<file path="src/rtl/tdi_pkg.sv">
package tdi_pkg;
  localparam int unsigned WATCH_W    = 7;
  localparam int unsigned SYNC_DEPTH = 2;
endpackage

</file>
<file path="src/rtl/tdi_rst_sync.sv">
module tdi_rst_sync (
  input  logic clk,
  input  logic rst_n,
  output logic rst_n_s
);
  logic [1:0] rst_q;

  always_ff @(posedge clk or negedge rst_n) begin
    if (!rst_n) rst_q <= 2'b00;
    else        rst_q <= {rst_q[0], 1'b1};
  end

  assign rst_n_s = rst_q[1];
endmodule

</file>
<file path="src/rtl/tdi_sync.sv">
module tdi_sync #(
  parameter int unsigned W     = 7,
  parameter int unsigned DEPTH = 2
) (
  input  logic         clk,
  input  logic         rst_n,
  input  logic [W-1:0] d,
  output logic [W-1:0] q
);
  logic [DEPTH-1:0][W-1:0] stg_q;

  always_ff @(posedge clk or negedge rst_n) begin
    if (!rst_n) begin
      stg_q <= '0;
    end else begin
      stg_q[0] <= d;
      for (int i = 1; i < DEPTH; i++) stg_q[i] <= stg_q[i-1];
    end
  end

  assign q = stg_q[DEPTH-1];
endmodule

</file>
<file path="src/rtl/tdi_mask_reg.sv">
module tdi_mask_reg #(
  parameter int unsigned W = 7
) (
  input  logic         clk,
  input  logic         rst_n,
  input  logic         wr_en,
  input  logic [W-1:0] wdata,
  output logic [W-1:0] mask_q
);
  logic [W-1:0] mask_d;

  always_comb begin
    mask_d = mask_q;
    if (wr_en) mask_d = wdata;
  end

  always_ff @(posedge clk or negedge rst_n) begin
    if (!rst_n)     mask_q <= '0;
    else if (wr_en) mask_q <= mask_d;
  end
endmodule

</file>
<file path="src/rtl/tdi_detect.sv">
module tdi_detect #(
  parameter int unsigned W = 7
) (
  input  logic         clk,
  input  logic         rst_n,
  input  logic [W-1:0] lvl,
  input  logic [W-1:0] mask,
  input  logic         arm,
  input  logic         disarm,
  input  logic         access,
  output logic         irq
);
  logic [W-1:0] snap_q, snap_d;
  logic         armed_q, armed_d;
  logic         irq_q, irq_d;
  logic         hit;

  // a monitored pin differs from its snapshot while armed
  assign hit = armed_q & (|((lvl ^ snap_q) & mask));

  always_comb begin
    snap_d  = snap_q;
    armed_d = armed_q;
    irq_d   = irq_q;
    if (arm) begin
      // arm dominates disarm and mask access
      snap_d  = lvl;
      armed_d = 1'b1;
      irq_d   = 1'b0;
    end else begin
      // a hit consumes the armed state (one-shot)
      armed_d = armed_q & ~disarm & ~hit;
      // a mask access dominates a hit in the same cycle
      irq_d   = access ? 1'b0 : (irq_q | hit);
    end
  end

  always_ff @(posedge clk or negedge rst_n) begin
    if (!rst_n)   snap_q <= '0;
    else if (arm) snap_q <= snap_d;
  end

  always_ff @(posedge clk or negedge rst_n) begin
    if (!rst_n) begin
      armed_q <= 1'b0;
      irq_q   <= 1'b0;
    end else begin
      armed_q <= armed_d;
      irq_q   <= irq_d;
    end
  end

  assign irq = irq_q;
endmodule

</file>
<file path="src/rtl/port_change_irq.sv">
module port_change_irq
  import tdi_pkg::*;
#(
  parameter int unsigned WATCH_W    = tdi_pkg::WATCH_W,
  parameter int unsigned SYNC_DEPTH = tdi_pkg::SYNC_DEPTH
) (
  input  logic               clk,
  input  logic               rst_n,
  input  logic [WATCH_W-1:0] port_lvl_i,
  input  logic               arm_i,
  input  logic               disarm_i,
  input  logic               mask_wr_i,
  input  logic               mask_rd_i,
  input  logic [WATCH_W-1:0] mask_wdata_i,
  output logic [WATCH_W:0]   mask_rdata_o,
  input  logic               p31_oe_i,
  output logic               irq_o,
  output logic               port31_o
);
  localparam int unsigned RD_W = WATCH_W + 1;

  logic               rst_n_s;
  logic [WATCH_W-1:0] lvl_s;
  logic [WATCH_W-1:0] mask_q;
  logic               mask_access;
  logic               irq;

  assign mask_access = mask_wr_i | mask_rd_i;

  tdi_rst_sync u_rst (
    .clk     (clk),
    .rst_n   (rst_n),
    .rst_n_s (rst_n_s)
  );

  tdi_sync #(.W(WATCH_W), .DEPTH(SYNC_DEPTH)) u_sync (
    .clk   (clk),
    .rst_n (rst_n_s),
    .d     (port_lvl_i),
    .q     (lvl_s)
  );

  tdi_mask_reg #(.W(WATCH_W)) u_mask (
    .clk    (clk),
    .rst_n  (rst_n_s),
    .wr_en  (mask_wr_i),
    .wdata  (mask_wdata_i),
    .mask_q (mask_q)
  );

  tdi_detect #(.W(WATCH_W)) u_det (
    .clk    (clk),
    .rst_n  (rst_n_s),
    .lvl    (lvl_s),
    .mask   (mask_q),
    .arm    (arm_i),
    .disarm (disarm_i),
    .access (mask_access),
    .irq    (irq)
  );

  assign mask_rdata_o = RD_W'({1'b0, mask_q});
  assign irq_o        = irq;
  assign port31_o     = irq & p31_oe_i;
endmodule

</file>
<file path="config.mk">
export PLATFORM = sky130hd
export DESIGN_NAME = port_change_irq
export DESIGN_NICKNAME = d
export VERILOG_FILES = /design/src/rtl/tdi_pkg.sv /design/src/rtl/tdi_rst_sync.sv /design/src/rtl/tdi_sync.sv /design/src/rtl/tdi_mask_reg.sv /design/src/rtl/tdi_detect.sv /design/src/rtl/port_change_irq.sv
export SDC_FILE = /design/constraint.sdc
export NUM_CORES = 1
export LEC_CHECK = 0
export ABC_CLOCK_PERIOD_IN_PS = 1200
export BUFFER_PORTS_ARGS = -buffer_cell sky130_fd_sc_hd__buf_4
export CAP_MARGIN = 10
export CELL_PAD_IN_SITES_DETAIL_PLACEMENT = 1
export CELL_PAD_IN_SITES_GLOBAL_PLACEMENT = 1
export CORE_UTILIZATION = 40
export CTS_CLUSTER_DIAMETER = 80
export DETAILED_ROUTE_END_ITERATION = 8
export PLACE_DENSITY = 0.86
export SLEW_MARGIN = 20
export SYNTH_ARGS = -nofsm -noshare
export SYNTH_HDL_FRONTEND = slang
export SYNTH_SLANG_ARGS = --single-unit
</file>
<file path="constraint.sdc">
create_clock -name clk -period 1.2 [get_ports clk]
set_input_delay 0.18 -clock clk [delete_from_list [all_inputs] [get_ports clk]]
set_output_delay 0.18 -clock clk [all_outputs]
set_load 0.05 [all_outputs]
</file>
==> flow_summary.yaml <==
status:
  outcome: "finished with violations"
  violations: "setup timing"
detailed_routing:
  drtPass1Iterations: 4
  routed_via_density: 4.98
  dr_total_vias: 707
  drc: 0
  drt_wl_total_um: 1980
  drtIter0Drc: 3
  ant_nets: 0
  routedWlPerCell_um: 14.0
floorplanning:
  die_area_mm2: 0.00300
  core-area_mm2: 0.00254
  die_y_um: 54.7
  rows: 18
  dieWidth_um: 54.7
  io_pins: 31
  start_util_pct: 43.7
setup_path:
  path_max_fanout: 2
  crit_path_top_delay_cell: "dfrtp_1"
  path_class: "reg2reg"
  rrSetupSlack_ns: -0.1
  path_delay_family: "compound AO/OA/AOI/OAI gates"
  arrival_ns: 1.52
  crit_buf_inv: 0
  end_kind: "flip-flop"
  cp.required_ns: 1.42
  start_kind: "flip-flop"
  slowest_delay_ns: 0.40
  path_cells: "xor2_1, a222oi_1, nand3_1, o21a_1"
worst_hold_path:
  hp-class: "in2reg"
sta:
  hold_violations: 0
  clock_skew_ns: 0.00261
  period_minus_slack_ns: 1.30
  grt_setup_unrepaired: "yes"
  setup_slack_ns: -0.0984
  finalSetupViolations: 2
  fmax_ghz: 0.770
  slew_viol_final: 0
  holdWs_ns: 0.0674
  period_share_pct: 108
cells_and_area:
  fin_nets: 133
  final_cell_mix: "buf_4 (29), dfrtp_1 (29), mux2_1 (8), dlygate4sd3_1 (8), xor2_1 (7)"
  diodes: 0
  synthToLayoutAreaGrowth_pct: 37.0
  drive_gt1_share_pct: 42.9
  fillerInstances: 243
global_routing:
  grt_usage_pct: 17.0
  grt_pass1_vias: 750
  antenna_found_initial: 0
  grt_pass1_wl_um: 3190
  gr-total-overflow: 0
  grt_max_degree: 17
yosys:
  synth_compound_area_share_pct: 3.60
  synth_area_mm2: 0.00111
  synth_top_family_by_area: "multiplexers"
  synth_area_per_cell_um2: 16.4
  yosys_warnings: 0
  synth-simple-area-share_pct: 2.47
  synth_xor_area_share_pct: 5.51
  ys_ff_latch: 32
  synthMuxAreaShare_pct: 14.2
  ys_seq_area_share_pct: 72.0
  synth.distinct_cells: 16
  yosys.area_share.adder_pct: 0
  synth_fp_nets: 89
  netlist_instances: 68
job:
  cap_violations: 0
placement:
  io_buffers: 29
  gp_congestion: 0.693
  dp_hpwl_um: 1450
clock_network:
  insertion_delay_ns: 0.32
  clk_pin_slew_ns: 0.09
  clkSinkCount: 32
  htreeDepth: 2
  clock_path_buffers: 2
  cts_buffers: 5
  cts_tree: "done"
  root_buffer: "clkbuf_4"
power:
  irDropWorstVdd_v: 0.000936
  p_per_area_mw_per_mm2: 1380
  leakage_nw: 0.708
  power_mw: 2.10
==> synth_stat cells, drive strengths merged <==
master / n / area share (%)
dfrtp: 32 / 72
mux2: 14 / 14
xor2: 7 / 5.5
buf: 3 / 1.6
a22oi: 2 / 1.3
conb: 2 / 0.68
a222oi: 1 / 0.90
and2: 1 / 0.56
nand2b: 1 / 0.56
nand3: 1 / 0.45
nor2: 1 / 0.34
nor4: 1 / 0.56
o21a: 1 / 0.68
o21bai: 1 / 0.68
==> report_power, final <==
group / switching, mW / internal (mW) / total (mW)
sequential: 0.0485 / 1.16 / 1.21
combinational: 0.189 / 0.165 / 0.354
clock: 0.326 / 0.215 / 0.541
total: 0.563 / 1.54 / 2.10
==> layer usage <==
metal | vias up | global-route usage (%) | share of wire, %
met3 | 8 | 6.11 | 5.7
met1 | 358 | 16.8 | 36
met5 | - | 0 | 0
met2 | 25 | 28.7 | 55
met4 | 0 | 12.8 | 2.9
li1 | 316 | - | -
==> flip-flops by register name, indices dropped and copies added, names as in the netlist <==
| signal | count |
|---|---|
| u_det.armed_q | 1 |
| u_det.irq | 1 |
| u_det.snap_q | 7 |
| u_mask.mask_q | 7 |
| u_rst.rst_q | 2 |
| u_sync.q | 7 |
| u_sync.stg_q | 7 |
==> final cells by class <==
cell class / count / area (um^2) / area share, %
Sequential cell: 32 / 805 / 52.8
Timing Repair Buffer: 40 / 339 / 22.2
Multi-Input combinational cell: 33 / 297 / 19.5
Clock buffer: 6 / 41.3 / 2.71
Tap cell: 30 / 37.5 / 2.46
Clock inverter: 1 / 5.00 / 0.328
==> per-stage QoR <==
stage / util [%] / setup WS [ns] / area [um^2] / std cells / TNS, ns
2_1_floorplan: - / -0.0373 / 1120 / 68 / -0.0509
3_3_place_gp: 53.8 / -0.0741 / 1370 / 126 / -0.0741
3_5_place_dp: 53.8 / -0.105 / 1370 / 126 / -0.135
4_1_cts: 59.6 / -0.105 / 1520 / 142 / -0.129
5_1_grt: 59.9 / -0.197 / 1520 / 142 / -0.366
6_report: 59.9 / -0.0984 / 1520 / 142 / -0.125
==> logic make-up after synthesis <==
family,count (synthesis)
DFF,32
xor gates and xnor gates,7
and+or+nand+nor,5
AOI/OAI and AO/OA,5
buffers and inverters,3
muxes,14
other,2
==> worst paths after layout <==
check / from / to / depth (start not counted)
max: u_det.snap_q[3] / u_det.irq / 4
min: mask_wdata_i[1] / u_mask.mask_q[1] / 2
max reg2reg: u_det.snap_q[3] / u_det.irq / 4
min reg2reg: u_rst.rst_q[1] / u_det.snap_q[0] / 1
max in group asynchronous: u_rst.rst_q[1] / u_mask.mask_q[2] / 1
min in group asynchronous: rst_n / u_rst.rst_q[0] / 2
==> what timing repair did <==
action,in CTS,in global routing
hold endpoints to repair,9,0
pin swaps,3,0
cloned,0,0
buffers inserted,1,0
setup endpoints to repair,3,4
gates resized for setup,4,2
hold buffers,8,0
No activity file was read; power rests on OpenSTA's default activity.
